==> src/rtl/sockcfg_pkg.sv <==
package sockcfg_pkg;

  localparam logic [11:0] PORT_ID   = 12'h803;
  localparam logic [11:0] PORT_PRES = 12'h804;
  localparam logic [11:0] PORT_SIZE = 12'h820;
  localparam logic [11:0] PORT_PAR  = 12'h841;

  localparam logic [7:0] PARITY_OK = 8'h01;

  typedef enum logic [2:0] {
    SEL_NONE,
    SEL_ID,
    SEL_PRES,
    SEL_SIZE,
    SEL_PAR
  } port_sel_e;

endpackage

==> src/rtl/sockcfg_decode.sv <==
module sockcfg_decode
  import sockcfg_pkg::*;
#(
  parameter int unsigned ADDR_W = 12
) (
  input  logic              io_req,
  input  logic              io_we,
  input  logic [ADDR_W-1:0] io_addr,
  output port_sel_e         sel,
  output logic              rd_stb,
  output logic              size_wr,
  output logic              size_rd,
  output logic              pres_rd
);

  always_comb begin
    sel = SEL_NONE;
    if (io_addr == ADDR_W'(PORT_ID))        sel = SEL_ID;
    else if (io_addr == ADDR_W'(PORT_PRES)) sel = SEL_PRES;
    else if (io_addr == ADDR_W'(PORT_SIZE)) sel = SEL_SIZE;
    else if (io_addr == ADDR_W'(PORT_PAR))  sel = SEL_PAR;
  end

  assign rd_stb  = io_req && !io_we;
  assign size_wr = io_req && io_we && (sel == SEL_SIZE);
  assign size_rd = rd_stb && (sel == SEL_SIZE);
  assign pres_rd = rd_stb && (sel == SEL_PRES);

endmodule

==> src/rtl/sockcfg_table.sv <==
module sockcfg_table #(
  parameter int unsigned NUM_SOCK  = 6,
  parameter int unsigned TBL_DEPTH = 8,
  parameter int unsigned END_W     = 5,
  parameter int unsigned SMALL_U   = 1,
  parameter int unsigned BIG_U     = 4,
  localparam int unsigned IDX_W    = $clog2(TBL_DEPTH)
) (
  input  logic                      clk,
  input  logic                      rst_n,
  input  logic                      auto_cfg,
  input  logic [NUM_SOCK-1:0]       present,
  input  logic [NUM_SOCK-1:0]       big,
  input  logic                      wr_stb,
  input  logic [IDX_W-1:0]          wr_entry,
  input  logic [END_W-1:0]          wr_end,
  input  logic                      rd_adv,
  input  logic                      rd_clr,
  output logic [END_W-1:0]          rd_end,
  output logic [NUM_SOCK*END_W-1:0] start_flat,
  output logic [NUM_SOCK*END_W-1:0] auto_base_flat
);

  logic [END_W-1:0] tbl_q    [TBL_DEPTH];
  logic [END_W-1:0] auto_end [TBL_DEPTH];
  logic [END_W-1:0] cum      [NUM_SOCK+1];
  logic [IDX_W-1:0] idx_q;

  // running end address of the packed layout
  assign cum[0] = '0;
  for (genvar s = 0; s < NUM_SOCK; s++) begin : g_cum
    logic [END_W-1:0] units;
    assign units      = !present[s] ? '0 : (big[s] ? END_W'(BIG_U) : END_W'(SMALL_U));
    assign cum[s+1]   = cum[s] + units;
    assign auto_base_flat[s*END_W +: END_W] = cum[s];
    if (s == 0) begin : g_first
      assign start_flat[s*END_W +: END_W] = '0;
    end else begin : g_rest
      assign start_flat[s*END_W +: END_W] = tbl_q[s];
    end
  end

  for (genvar e = 0; e < TBL_DEPTH; e++) begin : g_auto
    if (e >= 1 && e <= NUM_SOCK) begin : g_used
      assign auto_end[e] = cum[e];
    end else begin : g_unused
      assign auto_end[e] = '0;
    end
  end

  always_ff @(posedge clk) begin
    if (!rst_n) begin
      for (int e = 0; e < TBL_DEPTH; e++) begin
        tbl_q[e] <= auto_cfg ? auto_end[e] : '0;
      end
      idx_q <= '0;
    end else begin
      if (wr_stb && (32'(wr_entry) < TBL_DEPTH)) begin
        tbl_q[wr_entry] <= wr_end;
      end
      if (rd_clr) begin
        idx_q <= '0;
      end else if (rd_adv) begin
        idx_q <= (32'(idx_q) == TBL_DEPTH - 1) ? '0 : idx_q + 1'b1;
      end
    end
  end

  assign rd_end = tbl_q[idx_q];

endmodule

==> src/rtl/sockcfg_window.sv <==
module sockcfg_window #(
  parameter int unsigned NUM_SOCK  = 6,
  parameter int unsigned TBL_DEPTH = 8,
  parameter int unsigned END_W     = 5,
  parameter int unsigned SMALL_U   = 1,
  parameter int unsigned BIG_U     = 4,
  localparam int unsigned IDX_W    = $clog2(TBL_DEPTH)
) (
  input  logic                      clk,
  input  logic                      rst_n,
  input  logic                      auto_cfg,
  input  logic [NUM_SOCK-1:0]       present,
  input  logic [NUM_SOCK-1:0]       big,
  input  logic                      wr_stb,
  input  logic [IDX_W-1:0]          wr_entry,
  input  logic [END_W-1:0]          wr_end,
  input  logic [NUM_SOCK*END_W-1:0] start_flat,
  input  logic [NUM_SOCK*END_W-1:0] auto_base_flat,
  output logic [NUM_SOCK-1:0]       en,
  output logic [NUM_SOCK*END_W-1:0] base_flat,
  output logic [NUM_SOCK*END_W-1:0] size_flat
);

  for (genvar s = 0; s < NUM_SOCK; s++) begin : g_sock
    logic             hit;
    logic             pack;
    logic [END_W-1:0] start;
    logic [END_W-1:0] diff;
    logic [END_W-1:0] units;
    logic [END_W-1:0] base_q;
    logic [END_W-1:0] size_q;
    logic             en_q;

    assign start = start_flat[s*END_W +: END_W];
    assign diff  = wr_end - start;
    assign hit   = wr_stb && (wr_entry == IDX_W'(s + 1)) && present[s];
    assign pack  = auto_cfg && present[s];
    assign units = big[s] ? END_W'(BIG_U) : END_W'(SMALL_U);

    always_ff @(posedge clk) begin
      if (!rst_n) begin
        en_q   <= pack;
        base_q <= pack ? auto_base_flat[s*END_W +: END_W] : '0;
        size_q <= pack ? units : '0;
      end else if (hit) begin
        en_q   <= (diff != '0);
        base_q <= start;
        size_q <= diff;
      end
    end

    assign en[s]                      = en_q;
    assign base_flat[s*END_W +: END_W] = base_q;
    assign size_flat[s*END_W +: END_W] = size_q;
  end

endmodule

==> src/rtl/sockcfg_regs.sv <==
module sockcfg_regs
  import sockcfg_pkg::*;
#(
  parameter int unsigned NUM_SOCK  = 6,
  parameter int unsigned TBL_DEPTH = 8,
  parameter int unsigned END_W     = 5,
  parameter int unsigned DATA_W    = 8,
  parameter int unsigned ADDR_W    = 12,
  parameter int unsigned SMALL_U   = 1,
  parameter int unsigned BIG_U     = 4,
  localparam int unsigned IDX_W    = $clog2(TBL_DEPTH),
  localparam int unsigned WIN_W    = NUM_SOCK * END_W
) (
  input  logic              clk,
  input  logic              rst_n,
  input  logic              auto_cfg,
  input  logic [NUM_SOCK-1:0] strap_present,
  input  logic [NUM_SOCK-1:0] strap_big,
  input  logic              io_req,
  input  logic              io_we,
  input  logic [ADDR_W-1:0] io_addr,
  input  logic [DATA_W-1:0] io_wdata,
  output logic              io_rd_valid,
  output logic [DATA_W-1:0] io_rdata,
  output logic [NUM_SOCK-1:0] sock_en,
  output logic [WIN_W-1:0]  sock_base,
  output logic [WIN_W-1:0]  sock_size
);

  port_sel_e        sel;
  logic             rd_stb, size_wr, size_rd, pres_rd;
  logic [IDX_W-1:0] wr_entry;
  logic [END_W-1:0] wr_end, rd_end;
  logic [WIN_W-1:0] start_flat, auto_base_flat;
  logic [DATA_W-1:0] rd_mux, id_byte, pres_byte;

  assign wr_entry = io_wdata[DATA_W-1 -: IDX_W];
  assign wr_end   = io_wdata[END_W-1:0];

  sockcfg_decode #(.ADDR_W(ADDR_W)) u_decode (
    .io_req  (io_req),
    .io_we   (io_we),
    .io_addr (io_addr),
    .sel     (sel),
    .rd_stb  (rd_stb),
    .size_wr (size_wr),
    .size_rd (size_rd),
    .pres_rd (pres_rd)
  );

  sockcfg_table #(
    .NUM_SOCK(NUM_SOCK), .TBL_DEPTH(TBL_DEPTH), .END_W(END_W),
    .SMALL_U(SMALL_U), .BIG_U(BIG_U)
  ) u_table (
    .clk            (clk),
    .rst_n          (rst_n),
    .auto_cfg       (auto_cfg),
    .present        (strap_present),
    .big            (strap_big),
    .wr_stb         (size_wr),
    .wr_entry       (wr_entry),
    .wr_end         (wr_end),
    .rd_adv         (size_rd),
    .rd_clr         (pres_rd),
    .rd_end         (rd_end),
    .start_flat     (start_flat),
    .auto_base_flat (auto_base_flat)
  );

  sockcfg_window #(
    .NUM_SOCK(NUM_SOCK), .TBL_DEPTH(TBL_DEPTH), .END_W(END_W),
    .SMALL_U(SMALL_U), .BIG_U(BIG_U)
  ) u_window (
    .clk            (clk),
    .rst_n          (rst_n),
    .auto_cfg       (auto_cfg),
    .present        (strap_present),
    .big            (strap_big),
    .wr_stb         (size_wr),
    .wr_entry       (wr_entry),
    .wr_end         (wr_end),
    .start_flat     (start_flat),
    .auto_base_flat (auto_base_flat),
    .en             (sock_en),
    .base_flat      (sock_base),
    .size_flat      (sock_size)
  );

  always_comb begin
    id_byte   = DATA_W'(strap_present & strap_big);
    pres_byte = '1;
    pres_byte[NUM_SOCK-1:0] = ~strap_present;
    unique case (sel)
      SEL_ID:   rd_mux = id_byte;
      SEL_PRES: rd_mux = pres_byte;
      SEL_SIZE: rd_mux = DATA_W'(rd_end);
      SEL_PAR:  rd_mux = DATA_W'(PARITY_OK);
      default:  rd_mux = '0;
    endcase
  end

  always_ff @(posedge clk) begin
    if (!rst_n) begin
      io_rd_valid <= 1'b0;
      io_rdata    <= '0;
    end else begin
      io_rd_valid <= rd_stb;
      if (rd_stb) io_rdata <= rd_mux;
    end
  end

endmodule

==> config.mk <==
export PLATFORM = sky130hd
export DESIGN_NAME = sockcfg_regs
export DESIGN_NICKNAME = d
export VERILOG_FILES = /design/src/rtl/sockcfg_pkg.sv /design/src/rtl/sockcfg_decode.sv /design/src/rtl/sockcfg_table.sv /design/src/rtl/sockcfg_window.sv /design/src/rtl/sockcfg_regs.sv
export SDC_FILE = /design/constraint.sdc
export NUM_CORES = 1
export LEC_CHECK = 0
export BUFFER_PORTS_ARGS = -buffer_cell sky130_fd_sc_hd__buf_2
export CORE_MARGIN = 10
export CORE_UTILIZATION = 45
export DETAILED_ROUTE_END_ITERATION = 8
export PLACE_DENSITY = 0.63
export SYNTH_ARGS = -nofsm -noshare
export SYNTH_HDL_FRONTEND = slang
export SYNTH_SLANG_ARGS = --single-unit
==> constraint.sdc <==
create_clock -name clk -period 4.4 [get_ports clk]
set_clock_uncertainty 0.15 [all_clocks]
set_input_delay 0.22 -clock clk [delete_from_list [all_inputs] [get_ports clk]]
set_output_delay 0.22 -clock clk [all_outputs]
set_load 0.1 [all_outputs]
Yosys cells after proc, flatten, opt, wreduce, memory -nomap -nowiden
Memories as Yosys holds them, arrays and structs flattened. A register that Yosys moved wholly into a read port is not among the register bits. Cells that the tools add are included.

Register bits after elaboration: 73. Input port bits: 37. Output and inout port bits: 75. Word-level logic and storage cells: 166. Memory bits (writable): 40. Memories kept: 1.

Memories: u_table.tbl_q (words 8, width 5, read ports 6, clocked after memory_dff 1, write ports 8, line sockcfg_table.sv:24) `logic [END_W-1:0] tbl_q [TBL_DEPTH];`.

Equality and inequality tests: 21. Muxes and demuxes: 78. Bitwise gates (word level): 3. $add $sub $neg: 11. Reduce and logical (&&, ||, !) cells: 32.

Operators by type and width (number): $mux 5 (44); $eq 12x12->1 const B (4); $mux 3 (16); $pmux 8 s4 (1); $reduce_bool 5->1 (6); $add 5x5->5 (5); $sub 5x5->5 (5); $logic_and 1x1->1 (23); $mux 1 (17); $eq 3x3->1 const B (5); $eq 3x2->1 const B (4); $ne 2x1->1 const B (6); $and 6x6->6 (1); $eq 3x1->1 const B (2); $not 6->6 (1); $reduce_or 5->1 (1); $add 3x1->3 const B (1); $reduce_or 2->1 (1); $logic_not 1->1 (1); $not 1->1 (1).

Logic depth before layout (Yosys ltp)
Gate-level depths: netlist (run 1).

Depth in word-level cells: 12. Depth in mapped cells: 14. Depth with buffers taken out: 14.

Modules after synthesis
Synthesis (run 1) repeated with hierarchy kept, for this count alone.

Cells, all modules: 711. Area total of the unflattened synthesis: 7378.3 µm².

By module, submodules not included: sockcfg_window (cells each 378, area each 3888.7 µm², instances 1); sockcfg_table (cells each 260, area each 2855.2 µm², instances 1); sockcfg_regs (cells each 56, area each 516.7 µm², instances 1); sockcfg_decode (cells each 17, area each 117.6 µm², instances 1).

Worst setup path before layout (run 1)
OpenSTA, ideal clock, no wires.

Path type: input-to-reg. From: input port strap_big[1]. To: memory u_table.tbl_q[6][4], data pin. Arrival: 3.100 ns. Cell stages on the path: 14. Setup time: 0.152 ns. Path slack: 0.998 ns. Cells stage by stage: nand2b_1 -> fa_1 -> inv_1 -> ha_1 -> ha_1 -> xor2_1 -> ha_1 -> xor2_1 -> ha_1 -> a21oi_1 -> nor2b_1 -> mux2i_1 -> xnor3_1 -> o21ai_0.

RTL lines: from (decl) (line sockcfg_regs.sv:18) `input logic [NUM_SOCK-1:0] strap_big,`; to (decl) (line sockcfg_table.sv:24).

==> results of run 1 <==
cells by family (layout without fill, tap and decap cells):
group | count (synthesis) | count (layout) | share of synthesized area (%)
multiplexers | 19 | 19 | 4.528
buffers and inverters | 87 | 189 | 5.786
other | 1 | 5 | 0.05386
XOR/XNOR | 20 | 20 | 2.713
AO/OA/AOI/OAI | 141 | 141 | 12.17
AND/OR/NAND/NOR | 248 | 248 | 18.51
adder cells (fa/ha/maj) | 44 | 44 | 8.661
flip-flops | 115 | 115 | 47.58
routing by layer:
metal | GRT usage [%] | up-vias | wire [um]
li1 | - | 2606 | -
met1 | 24.93 | 2697 | 8425
met2 | 30.97 | 273 | 9813
met3 | 4.526 | 35 | 1657
met4 | 7.500 | 0 | 451
met5 | 0 | - | 0
registers in the layout, indices dropped and copies added (netlist names), named ones only:
register / cells
u_window.g_sock.base_q: 25
u_window.g_sock.size_q: 30
io_rd_valid: 1
u_table.idx_q: 3
u_window.g_sock.en_q: 6
u_table.tbl_q: 40
io_rdata: 7
worst reg2reg max path, cell delays in order (launching register included):
cell and delay, ps:
edfxtp_1 530, inv_1 80, ha_1 280, nor2b_1 130
o21a_1 180, or3_1 320, a211oi_1 240, o2bb2ai_1 110
synth_stat cells (all sizes together), types with 2 or more instances:
| library cell | instances | area share [%] |
|---|---|---|
| ha | 37 | 6.6 |
| fa | 7 | 2.0 |
| nor2b | 16 | 1.4 |
| buf | 24 | 2.4 |
| a21o | 5 | 0.54 |
| inv | 41 | 2.2 |
| o2bb2ai | 5 | 0.63 |
| edfxtp | 101 | 44 |
| clkbuf | 22 | 1.2 |
| xnor2 | 16 | 2.0 |
| and3b | 2 | 0.25 |
| nor2 | 32 | 1.7 |
| or3 | 10 | 0.90 |
| o21a | 5 | 0.54 |
| a22oi | 2 | 0.22 |
| mux4 | 10 | 3.2 |
| o22ai | 7 | 0.63 |
| a211oi | 7 | 0.75 |
| mux2i | 9 | 1.3 |
| nand3 | 21 | 1.5 |
| nor4 | 15 | 2.2 |
| xor2 | 3 | 0.38 |
| o211ai | 2 | 0.22 |
| nand2 | 98 | 5.3 |
| o211a | 2 | 0.29 |
| a31oi | 3 | 0.27 |
| nor3 | 9 | 0.81 |
| or2 | 6 | 0.54 |
| and2 | 13 | 1.2 |
| o31ai | 10 | 1.1 |
| dfxtp | 14 | 4.0 |
| o21ai | 64 | 4.6 |
| a22o | 2 | 0.25 |
| and3 | 6 | 0.54 |
| nand2b | 13 | 1.2 |
| a21oi | 23 | 1.7 |
per-stage QoR:
step	setup slack, ps	instances	cell area (sq um)	utilization [%]
2_1_floorplan	997.7	679	6978	-
4_1_cts	895.2	969	8114	53.37
3_3_place_gp	653.6	936	7567	49.78
3_5_place_dp	478.1	936	7567	49.78
6_report	840.8	969	8114	53.37
5_1_grt	665.5	969	8114	53.37
worst paths after layout:
check,startpoint,endpoint,slack (ps),depth (start not counted)
worst max-delay path,strap_big[1],u_table.tbl_q[6][4]$_DFFE_PP_,840,15
worst min-delay path,strap_present[0],u_window.g_sock[0].en_q$_DFFE_PP_,50,2
worst max register to register,u_table.tbl_q[3][1]$_DFFE_PP_,u_window.g_sock[3].en_q$_DFFE_PP_,2130,7
worst min register to register,io_rdata[5]$_SDFFE_PN0P_,io_rdata[5]$_SDFFE_PN0P_,300,2
area by class of cell:
type / instances / area share [%]
tap: 188 / 2.899
clock inverter: 6 / 0.7093
inverter: 41 / 1.897
clock buffer: 26 / 5.906
sequential: 115 / 40.83
timing repair buffer: 116 / 7.494
multi-input combinational: 477 / 40.26
power groups by stage:
| stage | clock network [mW] | logic, mW | registers, mW |
|---|---|---|---|
| global route | 1.33 | 0.918 | 1.34 |
| finish | 1.28 | 0.864 | 1.34 |
| detailed placement | 0 | 0.857 | 1.36 |
| global placement | 0 | 0.846 | 1.35 |
| floorplan | 0 | 0.372 | 1.65 |
| CTS | 1.28 | 0.861 | 1.33 |
==> impl_results.md, run 1 <==
- CP Max Fanout: 3
- Residual DRC: 0
- First-pass GRT wire length: between 30000 and 40000 um
- Die Area: about 21000 sq um
- Gr usage total: 19.38%
- Fin nets: between 800 and 900
- Vias per Instance: 5.791
- Unrepaired setup endpoints after global routing: no
- Final worst path period need: 3559 ps
- Max_cap viols: 0
- Ys Warns: 0
- Die Y: about 140 um
- Post-synthesis sequential area ratio: a little under half
- Setup crit end kind: flip-flop
- Delay-heaviest family, CP: adder cells
- Layout cell share with drive strength beyond 1: between 20% and 30%
- Initial DRC Count: around 660
- First drt pass iteration count: 5
- Fmax: about 280 MHz
- Startpoint Class: primary input
- GP Congestion: approximately 0.95
- Avg WL per Cell: ~21 um
- Vias in the first global route: ~5400
- GRT overflow: 0
- Vias: between 5000 and 6000
- Crit path largest cell delay: between 600 and 700 ps
- Slowest stage cell, crit path: fa_1
- EDFF count, synth: between 100 and 150
- CTS tree: yes
- Tot Pwr: ~3.5 mW
- Worst Path Buf+Inv: 2
- Setup TNS: 0 ps
- Most frequent cells in the layout: buf_2, edfxtp_1, nand2_1
- Hold Vio Cnt, Final: 0
- Share of total power in the clock network: 36.7%
- Clk buf depth: 2
- Inserted Clock Buffers: 17
- Hold_buf cts: 1
- Worst hold path class: in2reg
- Worst hold margin: 50.17 ps
- CORE AREA: approximately 15000 sq um
- Internal power: about 2.3 mW
- Initial antenna violation count: 0
- CP cell instances: buf_2, nand2b_1, fa_1, inv_1, ha_1, ha_1, xor2_1, ha_1, xor2_1, ha_1, a21oi_1, nor2b_1, mux2i_1, xnor3_1, o21ai_0
- Status: finished, final reports clean
- Max VDD drop: 0.0002996 V
- Inserted Diodes: 0
- Combinational power share: ~25%
- Slew Limit Fails: 0
- ANT nets after route: 0
- Commonest non-fill, non-tap cell in the layout: buf_2
- Root buf cell: clkbuf_16
- Clock sink count: about 120
- Cell area after synthesis: between 6000 and 7000 sq um
- Final Cycle Share: about four fifths
- WP data arrival: between 3000 and 4000 ps
- Leak pwr: between 3 and 4 nW
- Max_slew headroom: 25.26%
- CTS H-tree lvls: 4
- Crit Path Category: in2reg
- Yosys cell types: 56
- IO Count: 112
- Setup Buffers After CTS: 0
- Net Sw Power: approximately 1.2 mW
- Area Overhead vs Synth: 16.53%
- Largest net degree at the start of global routing: 93
- Post-Syn Instances: between 600 and 700
- Most used DFF post-synth: edfxtp_1
- Sequential share of power: 38.4%
- FILL cells: 1346
- # setup viols final: 0
- Register area: 3313 sq um
- FF+latch count, synth: approximately 120
- Post-CTS resize count: 0
- Drt total wl: 20350 um
- Port-buffer cells: 106
- Most frequent CP cell: ha_1
- Sw frac: roughly a third
- Rows: 45
- Starting Density: between 40% and 50%
- Slew @ Worst Pin: between 1000 and 1500 ps
- Die width: ~140 um
- Power Density: roughly 430 nW/um^2
- Clock slew at reported path FFs: around 60 ps
- Clk_lat worst skew: approximately 420 ps
- Post-DP HPWL: ~15000 um
- Worst Path Required: 4520 ps
- Mean Syn Cell Area: around 10 sq um
- Ys async rst share: 0%
- Area taken by multi-input logic gates: 3267 sq um
Note: power is estimated with default switching activity, not from simulation.
==> inputs of run 2 (changes only) <==
clock period = 3.31 ns   (was 4.4 ns; I/O delays follow)
==> run 2 against run 1 <==
  * Global-route usage grew 0.42 points
  * Combinational power grew 41%
  * Utilization grew 2.0 points
  * Hold slack lost 25 ps
  * Final cell count grew 3.3%
  * Count of clock-buffer cells in the layout shrank 7
  * Design area grew 3.7%
  * Sequential power grew 32%
  * Clock power grew 35%
  * Critical path type unchanged
==> impl_results.md, run 2 (synthesis gave the netlist of run 1 again) <==
- Status: finished, final reports clean
- Vias: 5709 (+1.7%)
- Setup crit end kind: flip-flop
- Largest net degree at the start of global routing: 93 (unchanged)
- Worst Path Required: 3430 ps (-1090 ps)
- WP data arrival: 3230 ps (-450 ps)
- Most frequent CP cell: ha_1
- Die Area: 20850 sq um (unchanged)
- Slew Limit Fails: 0 (unchanged)
- Initial DRC Count: 507 (-23%)
- Avg WL per Cell: 20.50 um (-2.4%)
- CORE AREA: 15200 sq um (unchanged)
- Port-buffer cells: 106 (unchanged)
- Worst R2R Setup Slack: 1040 ps (-1090 ps)
- Slew @ Worst Pin: 893.9 ps (-220.5 ps)
- Inserted Diodes: 0 (unchanged)
- R2R Path Start: u_table.tbl_q[3][1]$_DFFE_PP_
- Worst hold margin: 25.02 ps (-25.15 ps)
- First drt pass iteration count: 5 (unchanged)
- FILL cells: 1335 (-0.82%)
- Clk buf depth: 2 (unchanged)
- Top Metal Used: met4
- Layout cell share with drive strength beyond 1: 25.09% (+3.8 points)
- Clock slew at reported path FFs: 60 ps (about the same)
- Power Density: 561.4 nW/um^2 (+31%)
- Final worst path period need: ~3100 ps
- Final core utilization: 55.33% (+2.0 points)
- Die width: 144.4 um (unchanged)
- Most frequent cells in the layout: buf_2, edfxtp_1, nand2_1
- Startpoint Class: primary input
- Regs by FF count: u_table.tbl_q x40, u_window.g_sock.size_q x30, u_window.g_sock.base_q x25
- Hold path depth: 4 (+2)
- Residual DRC: 0 (unchanged)
- Rows: 45 (unchanged)
- Met3 WL: 1661 um (+0.24%)
- Hold Vio Cnt, Final: 0 (unchanged)
- Unrepaired setup endpoints after global routing: no
- Pre-CTS WS: -286.2 ps (-764.3 ps)
- Die Y: 144.4 um (unchanged)
- Slowest stage cell, crit path: fa_1
- Initial antenna violation count: 0 (unchanged)
- Worst hold path class: in2reg
- Share of total power in the clock network: 36.6% (about the same)
- Vias per Instance: 5.703 (-1.5%)
- ANT nets after route: 0 (unchanged)
- Sequential share of power: 37.6% (-0.8 points)
- Starting Density: 45.80% (unchanged)
- Hold_sp: io_addr[3]
- Post-DP HPWL: 15190 um (+1.5%)
- Tot Pwr: 4.722 mW (+36%)
- First-pass GRT wire length: 31150 um (+2.4%)
- FF-to-FF End: u_window.g_sock[3].en_q$_DFFE_PP_
- Final WS setup: 194.4 ps (-646.4 ps)
- GP Congestion: 0.9081 (-4.2%)
- Max_slew headroom: 40.41% (+15 points)
- Metal2 WL: 10150 um (+3.4%)
- CP cell instances: buf_2, nand2b_2, fa_1, inv_1, ha_1, ha_1, xor2_2, ha_4, xor2_2, ha_1, a21oi_2, nor2b_1, mux2i_1, xnor3_1, o21ai_0
- Clk_lat worst skew: 420 ps (about the same)
- Crit path largest cell delay: 590 ps (-20 ps)
- Max_cap viols: 0 (unchanged)
- Hold path endpoint: io_rdata[1]$_SDFFE_PN0P_
- Sw frac: 33.90% (-0.17 points)
- Fmax: approximately 320 MHz
- Drt total wl: 20520 um (+0.84%)
- CTS tree: yes
- Clock sink count: 115 (unchanged)
- Net Sw Power: 1.601 mW (+35%)
- Combinational power share: 25.8% (+0.9 points)
- Root buf cell: clkbuf_16
- Internal power: 3.121 mW (+36%)
- Max VDD drop: 0.0003733 V (+25%)
- Area Overhead vs Synth: 20.79%
- FF-to-FF path depth: 7 (unchanged)
- Inserted Clock Buffers: 17 (unchanged)
- Commonest non-fill, non-tap cell in the layout: buf_2
- Leak pwr: 3.440 nW (+4.8%)
- Vias in the first global route: 5604 (+4.6%)
- # setup viols final: 0 (unchanged)
- IO Count: 112 (unchanged)
- CP Max Fanout: 3 (unchanged)
- Final Cycle Share: around 94%
- CTS H-tree lvls: 4 (unchanged)
- Fin nets: 882 (+3.9%)
- GRT overflow: 0 (unchanged)
- Largest register FFs: 40 (unchanged)
- Most flops, register: u_table.tbl_q
- Routed length on met1: 8204 um (-2.6%)
- Crit Path Category: in2reg
- Gr usage total: 19.80% (+0.42 points)
## run 2: cell count changes in the layout (fill, tap and decap cells not counted), moves of 3 or more
cell	change
buf_4	+32
clkinvlp_4	+3
clkinv_1	+3
clkbuf_1	-5
## run 2: power by group through the flow
stage | logic [mW] | clock network [mW] | registers, mW
floorplan | 0.496 | 0 | 2.20
global placement | 1.18 | 0 | 1.80
detailed placement | 1.20 | 0 | 1.80
CTS | 1.21 | 1.74 | 1.77
global route | 1.30 | 1.81 | 1.78
finish | 1.22 | 1.73 | 1.77
## run 2: what timing repair did
action                                  4_1_cts  5_1_grt
buffers inserted                              0        0
endpoints found under the setup margin        0        1
hold buffers                                  2        0
endpoints found under the hold margin         2        0
resized for setup                             0        4
## run 2: layer usage
metal	track usage, %	vias to the layer above
li1	-	2675
met1	24.57	2747
met2	32.23	252
met3	4.362	35
met4	9.096	0
met5	0	-
## run 2: through the flow
stage                     TNS (ps)  instances  cell area, sq um
after global placement      -382.2        968              7811
final                            0       1001              8411
after floorplan                  0        679              6982
after CTS                        0       1001              8381
after detailed placement    -604.7        968              7811
after global routing             0       1001              8411
## run 2: worst max-delay path by stage
stage | startpoint | end | slack, ps | cells past startpoint
6_report | strap_big[1] | u_table.tbl_q[6][4]$_DFFE_PP_ | 190 | 15
5_1_grt | strap_big[1] | u_table.tbl_q[6][4]$_DFFE_PP_ | 1 | 15
2_1_floorplan | strap_big[1] | u_table.tbl_q[6][4]$_DFFE_PP_ | 10 | 14
3_5_place_dp | strap_big[1] | u_table.tbl_q[6][4]$_DFFE_PP_ | -290 | 15
4_1_cts | strap_big[1] | u_table.tbl_q[6][4]$_DFFE_PP_ | 120 | 15
3_3_place_gp | strap_big[1] | u_table.tbl_q[6][4]$_DFFE_PP_ | -220 | 15
## run 2: area by class of cell
class	instances	area, sq um	share of cell area, %
timing repair buffer	149	858.3	10.21
inverter	41	153.9	1.830
clock buffer	19	432.9	5.147
clock inverter	12	116.4	1.384
tap	188	235.2	2.797
sequential	115	3313	39.39
multi-input combinational	477	3301	39.24
## run 2: worst max-delay path: cells and delay by family
kind	cells	cell delay [ps]
XOR/XNOR	3	560
AO/OA/AOI/OAI	2	300
AND/OR/NAND/NOR	2	280
buffers and inverters	2	190
adder cells (fa/ha/maj)	5	1580
multiplexers	1	140
==> inputs of run 3 (changes only) <==
clock period = 3.8 ns   (was 3.31 ns; I/O delays follow)
==> run 3 against run 2 <==
  * Hold slack about the same
  * Final cell count is 2.7% lower
  * Global-route usage about the same
  * Total power down 14%
  * Die area stayed put
  * First-iteration DRC count rose by 26%
  * Design area down 2.9%
  * Clock power decreased by 14%
  * Critical path depth unchanged
  * Via count down 0.60%
  * Routed wire length down 1.1%
  * Critical endpoint unchanged
  * Largest power group unchanged
==> impl_results.md, run 3 (synthesis gave the netlist of run 1 again) <==
- Inserted Diodes: 0 (unchanged)
- Leak pwr: 3.322 nW (-3.4%)
- Post-DP HPWL: 15060 um (-0.84%)
- Regs by FF count: u_table.tbl_q x40, u_window.g_sock.size_q x30, u_window.g_sock.base_q x25
- CORE AREA: 15200 sq um (unchanged)
- CTS H-tree lvls: 4 (unchanged)
- Max_cap viols: 0 (unchanged)
- Slew Limit Fails: 0 (unchanged)
- Largest net degree at the start of global routing: 93 (unchanged)
- Vias per Instance: 5.826 (+2.2%)
- Startpoint Class: primary input
- # setup viols final: 0 (unchanged)
- Sequential share of power: 38.2% (+0.6 points)
- Final instance area: 8167 sq um (-2.9%)
- Residual DRC: 0 (unchanged)
- ANT nets after route: 0 (unchanged)
- Most flops, register: u_table.tbl_q
- Max_slew headroom: 40.31% (-0.095 points)
- Most frequent cells in the layout: buf_2, edfxtp_1, nand2_1
- Area Overhead vs Synth: 17.29%
- Share of total power in the clock network: 36.9% (+0.3 points)
- IO Count: 112 (unchanged)
- Clk buf depth: 2 (unchanged)
- Dpl cell area: 7605 sq um (-2.6%)
- Power Density: 495.2 nW/um^2 (-12%)
- GRT overflow: 0 (unchanged)
- Net Sw Power: 1.396 mW (-13%)
- Commonest non-fill, non-tap cell in the layout: buf_2
- Post-CTS resize count: 0 (unchanged)
- Initial DRC Count: 640 (+26%)
- Die Y: 144.4 um (unchanged)
- First drt pass iteration count: 6 (+1)
- Rows: 45 (unchanged)
- Starting Density: 45.80% (unchanged)
- Worst R2R Setup Slack: 1550 ps (+510 ps)
- Clk_lat worst skew: 430 ps (about the same)
- Combinational power share: 24.8% (-1.0 points)
- Hold Vio Cnt, Final: 0 (unchanged)
- Final worst path period need: 3462 ps
- FF-to-FF End: u_window.g_sock[3].en_q$_DFFE_PP_
- Vias in the first global route: 5604 (unchanged)
- WP data arrival: 3580 ps (+350 ps)
- Max VDD drop: 0.0003196 V (-14%)
- Internal power: 2.648 mW (-15%)
- Setup crit end kind: flip-flop
- Die Area: 20850 sq um (unchanged)
- Gr usage total: 19.83% (+0.032 points)
- FILL cells: 1314 (-1.6%)
- Inserted Clock Buffers: 17 (unchanged)
- Fin nets: 854 (-3.2%)
- Fmax: roughly 290 MHz
- Vias: 5675 (-0.60%)
- Unrepaired setup endpoints after global routing: no
- Clock slew at reported path FFs: 60 ps (about the same)
- Worst hold path class: in2reg
- Sw frac: 34.51% (+0.61 points)
- R2R Path Start: u_table.tbl_q[3][1]$_DFFE_PP_
- Clock sink count: 115 (unchanged)
- Launch point of the worst path: strap_big[1]
- Slew @ Worst Pin: 895.3 ps (+1.421 ps)
- Largest register FFs: 40 (unchanged)
- Register area: 3313 sq um (unchanged)
- CTS tree: yes
- Drt total wl: 20300 um (-1.1%)
- Area taken by multi-input logic gates: 3267 sq um (-1.0%)
- Initial antenna violation count: 0 (unchanged)
- Status: finished, final reports clean
- First-pass GRT wire length: 31050 um (-0.31%)
- Worst Path Required: 3920 ps (+490 ps)
- Final Cycle Share: 91.10%
- FF-to-FF path depth: 7 (unchanged)
- GP Congestion: 0.9485 (+4.4%)
- Avg WL per Cell: 20.84 um (+1.7%)
- Die width: 144.4 um (unchanged)
- Crit Path Category: in2reg
- Final core utilization: 53.72% (-1.6 points)
- CP Max Fanout: 3 (unchanged)
- Root buf cell: clkbuf_16
- CP Capture Point: u_table.tbl_q[6][4]$_DFFE_PP_
- Port-buffer cells: 106 (unchanged)
- Layout cell share with drive strength beyond 1: 22.26% (-2.8 points)
run 3: changes by cell type in the layout (fill, tap and decap cells not counted), moves of 3 or more:
cell        change
buf_4          -27
clkbuf_8        +3
clkinv_1        -3
clkinvlp_4      -3
run 3: repair_timing:
item                                    CTS  global route
hold endpoints to repair                  2             0
hold buffers                              1             0
buffers inserted                          0             0
endpoints found under the setup margin    0             0
run 3: power groups by stage:
stage | clock network, mW | registers [mW] | logic (mW)
2_1_floorplan | 0 | 1.91 | 0.431
3_3_place_gp | 0 | 1.57 | 0.986
3_5_place_dp | 0 | 1.57 | 0.998
4_1_cts | 1.50 | 1.54 | 1.00
5_1_grt | 1.56 | 1.55 | 1.07
6_report | 1.49 | 1.55 | 1.00
run 3: worst min-delay path by stage:
stage / start / to / slack, ps / cells after the start
floorplan: io_we / io_rdata[0]$_SDFFE_PN0P_ / 210 / 2
global placement: io_rdata[5]$_SDFFE_PN0P_ / io_rdata[5]$_SDFFE_PN0P_ / 290 / 2
detailed placement: io_rdata[5]$_SDFFE_PN0P_ / io_rdata[5]$_SDFFE_PN0P_ / 300 / 2
CTS: strap_present[0] / u_window.g_sock[0].en_q$_DFFE_PP_ / 20 / 2
global route: strap_present[0] / u_window.g_sock[0].en_q$_DFFE_PP_ / 30 / 2
finish: strap_present[0] / u_window.g_sock[0].en_q$_DFFE_PP_ / 20 / 2
run 3: area by class of cell:
cell class	instances	area share (%)
Clock buffer	24	6.159
Tap cell	188	2.880
Timing Repair Buffer	121	7.906
Clock inverter	8	0.5975
Inverter	41	1.884
Sequential cell	115	40.57
Multi-Input combinational cell	477	40.00
run 3: routing by layer:
metal	vias up	share of wire, %	global-route usage, %
met5	-	0	0
li1	2619	-	-
met3	77	7.8	5.674
met2	273	47	30.51
met4	0	4.8	11.54
met1	2706	41	24.36
run 3: worst max-delay path: stages:
cell,delay (ps)
buf_2,120
nand2b_1,210
fa_1,600
inv_1,80
ha_1,210
ha_1,230
xor2_1,220
ha_1,300
xor2_1,280
ha_1,320
a21oi_1,180
nor2b_1,70
mux2i_1,170
xnor3_1,230
o21ai_0,160
run 3: per-stage QoR:
step	hold WS, ps	worst slack, ps	total power [mW]	TNS, ps	instances
finish	24.89	338.1	4.044	0	974
global route	26.10	176.2	4.180	0	974
CTS	19.24	378.8	4.052	0	974
detailed placement	296.9	-41.03	2.568	-41.03	941
global placement	293.8	109.9	2.553	0	941
floorplan	213.5	427.7	2.346	0	679
